## src/rtl/hz_pkg.sv

```systemverilog
package hz_pkg;
  localparam int HZ_REG_W = 5;
  localparam int HZ_NSTG  = 3;   // execute, memory, write-back

  typedef enum logic [1:0] {
    SEL_RF  = 2'd0,
    SEL_EX  = 2'd1,
    SEL_MEM = 2'd2,
    SEL_WB  = 2'd3
  } fwd_sel_e;
endpackage

```

## src/rtl/hz_track.sv

```systemverilog
// Shadow of the downstream stages: destination, write-enable, load flag.
module hz_track #(
  parameter int REG_W = hz_pkg::HZ_REG_W,
  parameter int NSTG  = hz_pkg::HZ_NSTG
) (
  input  logic             clk,
  input  logic             rst_n,
  input  logic             insert_bubble,
  input  logic [REG_W-1:0] dec_rd,
  input  logic             dec_wr,
  input  logic             dec_load,
  output logic [REG_W-1:0] stg_rd [NSTG],
  output logic             stg_wr [NSTG],
  output logic             ex_load
);
  always_ff @(posedge clk) begin
    if (!rst_n) begin
      for (int i = 0; i < NSTG; i++) begin
        stg_rd[i] <= '0;
        stg_wr[i] <= 1'b0;
      end
      ex_load <= 1'b0;
    end else begin
      for (int i = 1; i < NSTG; i++) begin
        stg_rd[i] <= stg_rd[i-1];
        stg_wr[i] <= stg_wr[i-1];
      end
      stg_rd[0] <= insert_bubble ? '0   : dec_rd;
      stg_wr[0] <= insert_bubble ? 1'b0 : dec_wr;
      ex_load   <= insert_bubble ? 1'b0 : dec_load;
    end
  end
endmodule

```

## src/rtl/hz_fwd_sel.sv

```systemverilog
// Priority select for one source operand; youngest producer first.
module hz_fwd_sel #(
  parameter int REG_W = hz_pkg::HZ_REG_W,
  parameter int NSTG  = hz_pkg::HZ_NSTG
) (
  input  logic             [REG_W-1:0] src,
  input  logic             [REG_W-1:0] stg_rd [NSTG],
  input  logic                         stg_wr [NSTG],
  output hz_pkg::fwd_sel_e             sel
);
  always_comb begin
    sel = hz_pkg::SEL_RF;
    if (src != '0) begin
      for (int i = NSTG - 1; i >= 0; i--) begin
        if (stg_wr[i] && stg_rd[i] == src) sel = hz_pkg::fwd_sel_e'(i + 1);
      end
    end
  end
endmodule

```

## src/rtl/hz_unit.sv

```systemverilog
module hz_unit #(
  parameter int REG_W = hz_pkg::HZ_REG_W
) (
  input  logic             clk,
  input  logic             rst_n,
  input  logic [REG_W-1:0] id_rs,
  input  logic [REG_W-1:0] id_rt,
  input  logic [REG_W-1:0] id_rd,
  input  logic             id_wr,
  input  logic             id_load,
  input  logic             id_redirect,
  output logic [1:0]       fwd_a,
  output logic [1:0]       fwd_b,
  output logic             stall,
  output logic             bubble,
  output logic             flush
);
  import hz_pkg::*;
  localparam int NSTG = HZ_NSTG;
  localparam int NSRC = 2;

  logic             killed_q;
  logic             dec_live;
  logic [REG_W-1:0] stg_rd [NSTG];
  logic             stg_wr [NSTG];
  logic             ex_load;
  logic [REG_W-1:0] srcs   [NSRC];
  fwd_sel_e         sels   [NSRC];
  logic             use_ex;

  assign dec_live = !killed_q;
  assign srcs[0]  = id_rs;
  assign srcs[1]  = id_rt;

  hz_track #(.REG_W(REG_W), .NSTG(NSTG)) u_track (
    .clk           (clk),
    .rst_n         (rst_n),
    .insert_bubble (stall),
    .dec_rd        (id_rd),
    .dec_wr        (id_wr & dec_live),
    .dec_load      (id_load & id_wr & dec_live),
    .stg_rd        (stg_rd),
    .stg_wr        (stg_wr),
    .ex_load       (ex_load)
  );

  for (genvar g = 0; g < NSRC; g++) begin : g_src
    hz_fwd_sel #(.REG_W(REG_W), .NSTG(NSTG)) u_sel (
      .src    (srcs[g]),
      .stg_rd (stg_rd),
      .stg_wr (stg_wr),
      .sel    (sels[g])
    );
  end

  assign fwd_a  = sels[0];
  assign fwd_b  = sels[1];
  assign use_ex = (sels[0] == SEL_EX) || (sels[1] == SEL_EX);
  assign stall  = dec_live && ex_load && use_ex;
  assign bubble = stall;
  assign flush  = dec_live && id_redirect && !stall;

  always_ff @(posedge clk) begin
    if (!rst_n) killed_q <= 1'b0;
    else        killed_q <= flush;
  end
endmodule

```

## config.mk

```make
export PLATFORM = sky130hd
export DESIGN_NAME = hz_unit
export DESIGN_NICKNAME = d
export VERILOG_FILES = /design/src/rtl/hz_pkg.sv /design/src/rtl/hz_track.sv /design/src/rtl/hz_fwd_sel.sv /design/src/rtl/hz_unit.sv
export SDC_FILE = /design/constraint.sdc
export NUM_CORES = 1
export LEC_CHECK = 0
export BUFFER_PORTS_ARGS = -buffer_cell sky130_fd_sc_hd__buf_4
export CAP_MARGIN = 15
export CORE_MARGIN = 10
export CORE_UTILIZATION = 49
export CTS_BUF_LIST = sky130_fd_sc_hd__clkbuf_4
export CTS_CLUSTER_DIAMETER = 100
export DETAILED_ROUTE_END_ITERATION = 16
export PLACE_DENSITY = 0.76
export SYNTH_ARGS = -nofsm -noshare
export SYNTH_HDL_FRONTEND = slang
export SYNTH_SLANG_ARGS = --single-unit
```

## constraint.sdc

```tcl
create_clock -name clk -period 1.8 [get_ports clk]
set_clock_uncertainty 0.15 [all_clocks]
set_input_delay 0.09 -clock clk [delete_from_list [all_inputs] [get_ports clk]]
set_output_delay 0.09 -clock clk [all_outputs]
set_load 0.1 [all_outputs]
```

== Yosys cells after proc, flatten, opt, wreduce, memory -nomap -nowiden ==
Index checks and enable logic that the tools add are counted.

* Bits in registers: 20
* Output and inout port bits: 7
* Input port bits: 20
* Word-level logic and storage cells: 44

* Reductions and logical operators: 16
* Muxes and demuxes: 8
* Equality and inequality tests: 8
* Bitwise logic cells: 4

{| class="wikitable"
|+ Operator list
! operator !! count
|-
| equality test 5 bit || 6
|-
| two-way mux 2 bit || 8
|-
| logical AND 1 bit || 10
|-
| nonzero test 5 bit || 2
|-
| equality test 2 x 1 -> 1 bit, second input constant || 2
|-
| AND 1 bit || 3
|-
| logical NOT 1 bit || 2
|-
| OR reduction 2 bit || 1
|-
| logical OR 1 bit || 1
|-
| inverter 1 bit || 1
|}

== Longest topological paths before layout ==
Gate-level depths: netlist of the first run.

* Depth after elaboration: 11
* Gate-level depth with buffers: 5

== Cells and area by module ==
A second synthesis of the first run with hierarchy kept.

* Cells, all modules: 106
* Area total of the unflattened synthesis: 1083.5 sq um

{| class="wikitable"
|+ Modules (own cells, without submodules)
! module !! area an instance (sq um) !! cells each !! times used !! sequential area each (sq um)
|-
| hz_track || 546.8 || 39 || 1 || 380.4
|-
| hz_fwd_sel || 226.5 || 28 || 2 || 0.0
|-
| hz_unit || 83.8 || 11 || 1 || 20.0
|}

== Least setup slack after synthesis of the first run ==
No wires, ideal clock.

* Kind: input port to output port
* Start: in id_rt[4]
* End: out flush
* Path buffers: 0
* Data arrival time: 3177 ps
* Stages on the path: 5
* Slack: -1617 ps
* Data required time: 1560 ps
* Cell sequence: or4_1 -> nor2_2 -> or3b_4 -> a21boi_4 -> nor3b_1

* Word-level cells in the longest chain between the ends: 11
* Elaborated cells on any way between the ends: 16
* Those cells by class: eq/ne: 4; mux: 4; reduce/logical: 8

{| class="wikitable"
|+ Ends and longest elaborated chain
! element !! line !! text
|-
| start, declared || hz_unit.sv:7 || <nowiki>input logic [REG_W-1:0] id_rt,</nowiki>
|-
| equality test 5 bit || hz_fwd_sel.sv:15 || <nowiki>if (stg_wr[i] && stg_rd[i] == src) sel = hz_pkg::fwd_sel_e'(i + 1);</nowiki>
|-
| logical AND 1 bit || hz_fwd_sel.sv:15 ||
|-
| two-way mux 2 bit (3 in a row) || hz_fwd_sel.sv:15 ||
|-
| two-way mux 2 bit * || hz_fwd_sel.sv:13 || <nowiki>if (src != '0) begin</nowiki>
|-
| equality test 2 x 1 -> 1 bit * || hz_unit.sv:58 || <nowiki>assign use_ex = (sels[0] == SEL_EX) || (sels[1] == SEL_EX);</nowiki>
|-
| logical OR 1 bit * || hz_unit.sv:58 ||
|-
| logical AND 1 bit * || hz_unit.sv:59 || <nowiki>assign stall = dec_live && ex_load && use_ex;</nowiki>
|-
| logical NOT 1 bit * || hz_unit.sv:61 || <nowiki>assign flush = dec_live && id_redirect && !stall;</nowiki>
|-
| logical AND 1 bit * || hz_unit.sv:61 ||
|-
| end, declared || hz_unit.sv:16 || <nowiki>output logic flush</nowiki>
|}

Every way passes the cells marked *; elsewhere a longest branch is shown, timed or not.

== Worst setup path after layout of the first run ==
* Start: reg u_track.stg_rd[13] (netlist name)
* End: out stall

* Word-level cells in the longest chain between the ends: 7
* Elaborated cells on any way between the ends: 12
* Those cells by class: eq/ne: 4; mux: 4; reduce/logical: 4

{| class="wikitable"
|+ Ends and longest elaborated chain
! element !! line !! text
|-
| start, declared || hz_track.sv:12 || <nowiki>output logic [REG_W-1:0] stg_rd [NSTG],</nowiki>
|-
| start signal, assigned by index || hz_track.sv:25 || <nowiki>stg_rd[i] <= stg_rd[i-1];</nowiki>
|-
| equality test 5 bit || hz_fwd_sel.sv:15 ||
|-
| logical AND 1 bit || hz_fwd_sel.sv:15 ||
|-
| two-way mux 2 bit || hz_fwd_sel.sv:15 ||
|-
| two-way mux 2 bit || hz_fwd_sel.sv:13 ||
|-
| equality test 2 x 1 -> 1 bit || hz_unit.sv:58 ||
|-
| logical OR 1 bit * || hz_unit.sv:58 ||
|-
| logical AND 1 bit * || hz_unit.sv:59 ||
|-
| end, declared || hz_unit.sv:14 || <nowiki>output logic stall,</nowiki>
|}

Marked as above.

==> flow_metrics.env, run 1 <==
export IMPL_synthAdderAreaFrac_pct=0
export IMPL_worst_slack_ns=-0.476
export IMPL_final_instance_count_excl_fill=196
export IMPL_critical_path_arrival_ns=2.04
export IMPL_ir_worst_vdd_uv=388
export IMPL_die_x_um=66.6
export IMPL_antenna_found_initial=0
export IMPL_fin_area_um2=1830
export IMPL_fillCellCount=81
export IMPL_drcViolationCount=0
export IMPL_synth_distinct_cells=30
export IMPL_io_buffer_count=26
export IMPL_first_global_vias=1051
export IMPL_tightestPinTransition_ns=0.392
export IMPL_yosysWarnings=0
export IMPL_cts_max_level=1
export IMPL_drt_iter0_markers=50
export IMPL_worst_path_max_fanout=3
export IMPL_synthSimpleGateAreaFrac_pct=30.9
export IMPL_clk_pin_slew_worst_paths_ns=0.11
export IMPL_routedWlPerCell_um=18.1
export IMPL_vias=1037
export IMPL_dp_hpwl_mm=2.10
export IMPL_ant_nets=0
export IMPL_violations="negative setup slack"
export IMPL_maxSlewHeadroom_pct=73.7
export IMPL_ys_ff_latch=20
export IMPL_synth_edff_count=0
export IMPL_synth_nets=130
export IMPL_via_per_inst=5.29
export IMPL_cts_buffers_inserted=3
export IMPL_grt_pass1_wl_mm=4.76
export IMPL_cts_root_buf="clkbuf_4"
export IMPL_synthCells=110
export IMPL_start_kind="flip-flop"
export IMPL_synth_compound_gate_area_share_pct=5.52
export IMPL_synth_top_family_by_area="simple AND/OR/NAND/NOR gates"
export IMPL_grtUsageTotal_pct=13.5
export IMPL_muxShareOfSynthArea_pct=0
export IMPL_start_util_pct=52.7
export IMPL_fin_util_pct=90.5
export IMPL_p_per_area_nw_per_um2=507
export IMPL_cap_viol_max_count=0
export IMPL_period_needed_ns=2.28
export IMPL_finalSetupViolations=15
export IMPL_dieArea_um2=4440
export IMPL_routabilityCongestion=0.870
export IMPL_dp_cells=176
export IMPL_core_um2=2020
export IMPL_ys_seq_area_share_pct=37.6
export IMPL_crit_required_ns=1.56
export IMPL_pin_count=27
export IMPL_cts_tree="yes"
export IMPL_clock_path_buffers=2
export IMPL_rsz0062_at_grt="true"
export IMPL_hold_violations=0
export IMPL_leakagePower_uw=0.000753
export IMPL_grt_ovfl_total=0
export IMPL_drive_gt1_share_pct=47.9
export IMPL_critPathKind="reg -> out"
export IMPL_wirelength_mm=3.54
export IMPL_fp_dieH_um=66.6
export IMPL_hp_class="reg -> reg"
export IMPL_critPathCaptureType="output pin"
export IMPL_clock_sinks=20
export IMPL_fin_hold_ws_ns=0.347
export IMPL_placed_area_um2=1450
export IMPL_multi_input_area_um2=786
export IMPL_period_share_pct=126
export IMPL_fmax_mhz=439
export IMPL_grt_max_degree=21
export IMPL_netlist_area_um2=1070
export IMPL_firstDrtPassIters=4
export IMPL_synth_async_reset_ratio_pct=0
export IMPL_avgSynthCellArea_um2=9.69
export IMPL_synthToLayoutAreaGrowth_pct=71.6
export IMPL_layout_area_seq_um2=410
export IMPL_slew_viol_final=0
export IMPL_insertedDiodeCount=0
export IMPL_synth_top_flop_cell="dfxtp_1"
export IMPL_rows=16
export IMPL_outcome="finished with violations"
export IMPL_synth_xor_area_share_pct=24.6
export IMPL_layout_nets=191
export IMPL_insertion_delay_ns=0.30
[kinds of logic (layout without fill, tap and decap cells)]
| group | after synthesis | after routing |
|---|---|---|
| AOI/OAI and AO/OA | 6 | 6 |
| xor gates and xnor gates | 30 | 30 |
| buffers and inverters | 3 | 62 |
| DFF | 20 | 20 |
| and+or+nand+nor | 51 | 51 |
[worst paths after layout]
| kind | slack (ns) | to | cells past startpoint | start |
|---|---|---|---|---|
| setup / recovery | -0.48 | stall | 6 | u_track.stg_rd[13]$_SDFF_PP0_ |
| hold / removal | 0.35 | u_track.stg_rd[9]$_SDFF_PN0_ | 1 | u_track.stg_rd[14]$_SDFF_PP0_ |
| setup reg to reg | -0.30 | u_track.stg_rd[10]$_SDFF_PP0_ | 8 | u_track.stg_rd[13]$_SDFF_PP0_ |
| hold reg to reg | 0.35 | u_track.stg_rd[9]$_SDFF_PN0_ | 1 | u_track.stg_rd[14]$_SDFF_PP0_ |
[flip-flops by register name, indices dropped and copies added, names as in the netlist]
name             flops
u_track.ex_load      1
killed_q             1
u_track.stg_wr       3
u_track.stg_rd      15
[synthesized netlist by cell type (3+ instances only)]
library cell	number	area, um2
nor4_1	4	25.0
xnor2_1	8	70.1
and2_1	12	75.1
xor2_1	22	193
dfxtp_1	20	400
nand2_1	6	22.5
nand3_1	3	15.0
nor2_1	8	30.0
[power by group]
group / switching, uW / internal, uW / total, uW / leakage, uW
logic: 111 / 123 / 234 / 0.000572
clock network: 134 / 78.0 / 212 / 0.0000138
registers: 19.5 / 461 / 481 / 0.000167
[metal layers]
metal / GRT usage, % / share of wire [%]
met4: 4.19 / 2.2
met1: 14.1 / 35
met3: 3.68 / 7.5
met5: 0 / 0
met2: 25.2 / 56
[what timing repair did]
item                                   4_1_cts  5_1_grt
setup endpoints to repair                   15       15
pin swaps                                    3       11
hold buffers                                14        0
endpoints found under the hold margin       10        0
setup buffers                                0        3
resized for setup                           25       18
[placed cells by master (no fill, tap or decap), types with 3 or more instances in the layout]
master / synthesis / final
buf_12: 0 / 7
and2_1: 12 / 12
buf_4: 1 / 35
buf_6: 0 / 3
dfxtp_1: 20 / 14
dlygate4sd3_1: 0 / 14
nand2_1: 6 / 6
dfxtp_2: 0 / 5
xnor2_1: 8 / 8
nor4_2: 1 / 5
clkbuf_4: 0 / 3
nor2_1: 8 / 7
xor2_1: 22 / 20
[per-stage QoR]
step	total power, uW	TNS [ns]	setup slack (ns)
4_1_cts	903	-3.52	-0.425
2_1_floorplan	583	-4.63	-0.558
6_report	927	-4.89	-0.476
5_1_grt	967	-5.97	-0.554
3_5_place_dp	668	-1.15	-0.145
3_3_place_gp	663	-0.777	-0.138
[worst max-delay path, cell delays in order, from the launching register on]
cell and delay (ns):
dfxtp_2 0.34, buf_4 0.13, xnor2_1 0.17, nand4_1 0.18, or3b_4 0.45, a21oi_4 0.25, buf_12 0.21
[area by class of cell]
class | instances | share of cell area, %
Tap cell | 27 | 1.85
Clock buffer | 3 | 1.23
Sequential cell | 20 | 22.4
Timing Repair Buffer | 59 | 31.5
Multi-Input combinational cell | 87 | 43.0
Power figures use the tool's default switching activity.
==> inputs of run 2 (changes only) <==
--- a/config.mk
+++ b/config.mk
@@ -7,8 +7,10 @@
 export LEC_CHECK = 0
 export BUFFER_PORTS_ARGS = -buffer_cell sky130_fd_sc_hd__buf_4
 export CAP_MARGIN = 15
+export CELL_PAD_IN_SITES_DETAIL_PLACEMENT = 1
+export CELL_PAD_IN_SITES_GLOBAL_PLACEMENT = 1
 export CORE_MARGIN = 10
-export CORE_UTILIZATION = 49
+export CORE_UTILIZATION = 37
 export CTS_BUF_LIST = sky130_fd_sc_hd__clkbuf_4
 export CTS_CLUSTER_DIAMETER = 100
 export DETAILED_ROUTE_END_ITERATION = 16
==> run 2 against run 1 <==
  * The run still ends with negative setup slack left
  * Power is 6.0% higher
  * Register-to-register slack worse by 0.06 ns
  * Clock power is 14% higher
  * Final cell count is 3.6% higher
  * Global-route usage is 1.4 points higher
  * Core utilization is 22 points lower
  * Critical endpoint is now flush
  * Largest cell class unchanged
==> flow_metrics.env, run 2 (synthesis results as in run 1) <==
export IMPL_crit_start="u_track.stg_rd[12]$_SDFF_PP0_"
export IMPL_final_common_cell="buf_4"
export IMPL_firstDrtPassIters=4
export IMPL_use_met1_pct=14.6
export IMPL_layout_nets=193
export IMPL_final_cell_mix="35 x buf_4, 18 x xor2_1, 13 x dlygate4sd3_1, 13 x dfxtp_1, 12 x and2_1"
export IMPL_gr_usage_met3_pct=4.44
export IMPL_rows=19
export IMPL_clk_pin_slew_worst_paths_ns=0.11
export IMPL_clock_path_buffers=2
export IMPL_tightestPinTransition_ns=0.304
export IMPL_leakagePower_uw=0.000774
export IMPL_worst_path_max_fanout=3
export IMPL_dp_cells=182
export IMPL_cts_root_buf="clkbuf_4"
export IMPL_critPathKind="reg -> out"
export IMPL_finalSetupViolations=15
export IMPL_grt_ovfl_total=0
export IMPL_period_needed_ns=2.35
export IMPL_fmax_mhz=425
export IMPL_ant_nets=0
export IMPL_worst_slack_ns=-0.554
export IMPL_grt_max_degree=21
export IMPL_outcome="finished with violations"
export IMPL_first_global_vias=1231
export IMPL_critical_path_arrival_ns=2.11
export IMPL_top_usage_layer="met2"
export IMPL_start_util_pct=38.7
export IMPL_die_x_um=73.7
export IMPL_maxSlewHeadroom_pct=79.6
export IMPL_ir_worst_vdd_uv=598
export IMPL_largest_register_ff_count=15
export IMPL_slew_viol_final=0
export IMPL_vias=1032
export IMPL_insertion_delay_ns=0.33
export IMPL_io_buffer_count=26
export IMPL_final_instance_count_excl_fill=203
export IMPL_synthToLayoutAreaGrowth_pct=78.2
export IMPL_pin_count=27
export IMPL_insertedDiodeCount=0
export IMPL_crit_required_ns=1.56
export IMPL_top_register="u_track.stg_rd"
export IMPL_p_per_area_nw_per_um2=517
export IMPL_routedWlPerCell_um=20.2
export IMPL_dp_hpwl_mm=2.62
export IMPL_hp_class="reg -> reg"
export IMPL_fp_dieH_um=73.7
export IMPL_rsz0062_at_grt="true"
export IMPL_grt_pass1_wl_mm=6.26
export IMPL_dieArea_um2=5430
export IMPL_drive_gt1_share_pct=50.6
export IMPL_clock_sinks=20
export IMPL_top_regs="u_track.stg_rd (15), u_track.stg_wr (3)"
export IMPL_setup_tns_ns=-5.62
export IMPL_violations="negative setup slack"
export IMPL_antenna_found_initial=0
export IMPL_rr_startpoint="u_track.stg_rd[12]$_SDFF_PP0_"
export IMPL_wirelength_mm=4.11
export IMPL_drcViolationCount=0
export IMPL_via_per_inst=5.08
export IMPL_grtUsageTotal_pct=15.0
export IMPL_start_kind="flip-flop"
export IMPL_cts_max_level=1
export IMPL_critPathCaptureType="output pin"
export IMPL_cap_viol_max_count=0
export IMPL_fillCellCount=278
export IMPL_drt_iter0_markers=35
export IMPL_core_um2=2760
export IMPL_period_share_pct=131
export IMPL_cts_buffers_inserted=3
export IMPL_hp_start="u_track.stg_rd[12]$_SDFF_PP0_"
export IMPL_hold_violations=0
export IMPL_routabilityCongestion=0.831
export IMPL_cts_tree="yes"
export IMPL_met2_usage_pct=28.2
[run 2: changes by cell type in the layout (fill, tap and decap cells not counted), moves of 2 or more]
cell / previous run / this run
nor4_2: 5 / 3
nor2_4: 2 / 4
nor2_1: 7 / 4
buf_6: 3 / 6
xor2_1: 20 / 18
[run 2: repair_timing]
item                       CTS  global route
gates resized for setup     36            16
gates cloned                 0             0
pin swaps                   15            16
hold buffers                13             0
setup endpoints to repair   15            15
hold endpoints to repair    19             0
setup buffers                1             3
[run 2: path summary, 6_finish.rpt]
path	to	slack, ns	cells past startpoint
worst min register to register	u_track.stg_rd[7]$_SDFF_PN0_	0.35	1
worst max-delay path	flush	-0.55	6
worst min-delay path	u_track.stg_rd[7]$_SDFF_PN0_	0.35	1
worst max register to register	u_track.stg_rd[14]$_SDFF_PP0_	-0.36	7
[run 2: metal layers]
layer | part of all wire (%) | up-vias
met3 | 4.6 | 3
met4 | 0.78 | 0
met1 | 37 | 520
li1 | - | 486
met2 | 57 | 23
met5 | 0 | -
[run 2: worst max-delay path, cell delays in order (launching register included)]
cell      delay, ns
dfxtp_2        0.35
xor2_1         0.16
nor4_2         0.36
or3b_4         0.47
a21boi_4       0.20
nor3b_4        0.07
buf_12         0.17
[run 2: area by class of cell]
| cell class | count | area (um2) | area share (%) |
|---|---|---|---|
| Timing Repair Buffer | 61 | 601 | 31.6 |
| Clock buffer | 3 | 22.5 | 1.19 |
| Sequential cell | 20 | 412 | 21.7 |
| Multi-Input combinational cell | 87 | 822 | 43.3 |
| Tap cell | 31 | 38.8 | 2.04 |
| Clock inverter | 1 | 3.75 | 0.198 |
[run 2: where the power goes]
part           leakage [uW]  switching [uW]  internal, uW
Combinational      0.000591             126           134
Clock             0.0000154             159          81.5
Sequential         0.000167            20.2           461
[run 2: through the flow]
step | setup WS [ns] | cell area [um2] | util [%] | hold slack, ns | power (uW)
2_1_floorplan | -0.558 | 1130 | - | 0.0553 | 583
4_1_cts | -0.453 | 1780 | 64.7 | 0.368 | 946
3_3_place_gp | -0.150 | 1470 | 53.3 | 0.156 | 666
3_5_place_dp | -0.155 | 1470 | 53.3 | 0.165 | 676
5_1_grt | -0.604 | 1900 | 68.9 | 0.366 | 1020
6_report | -0.554 | 1900 | 68.9 | 0.353 | 983
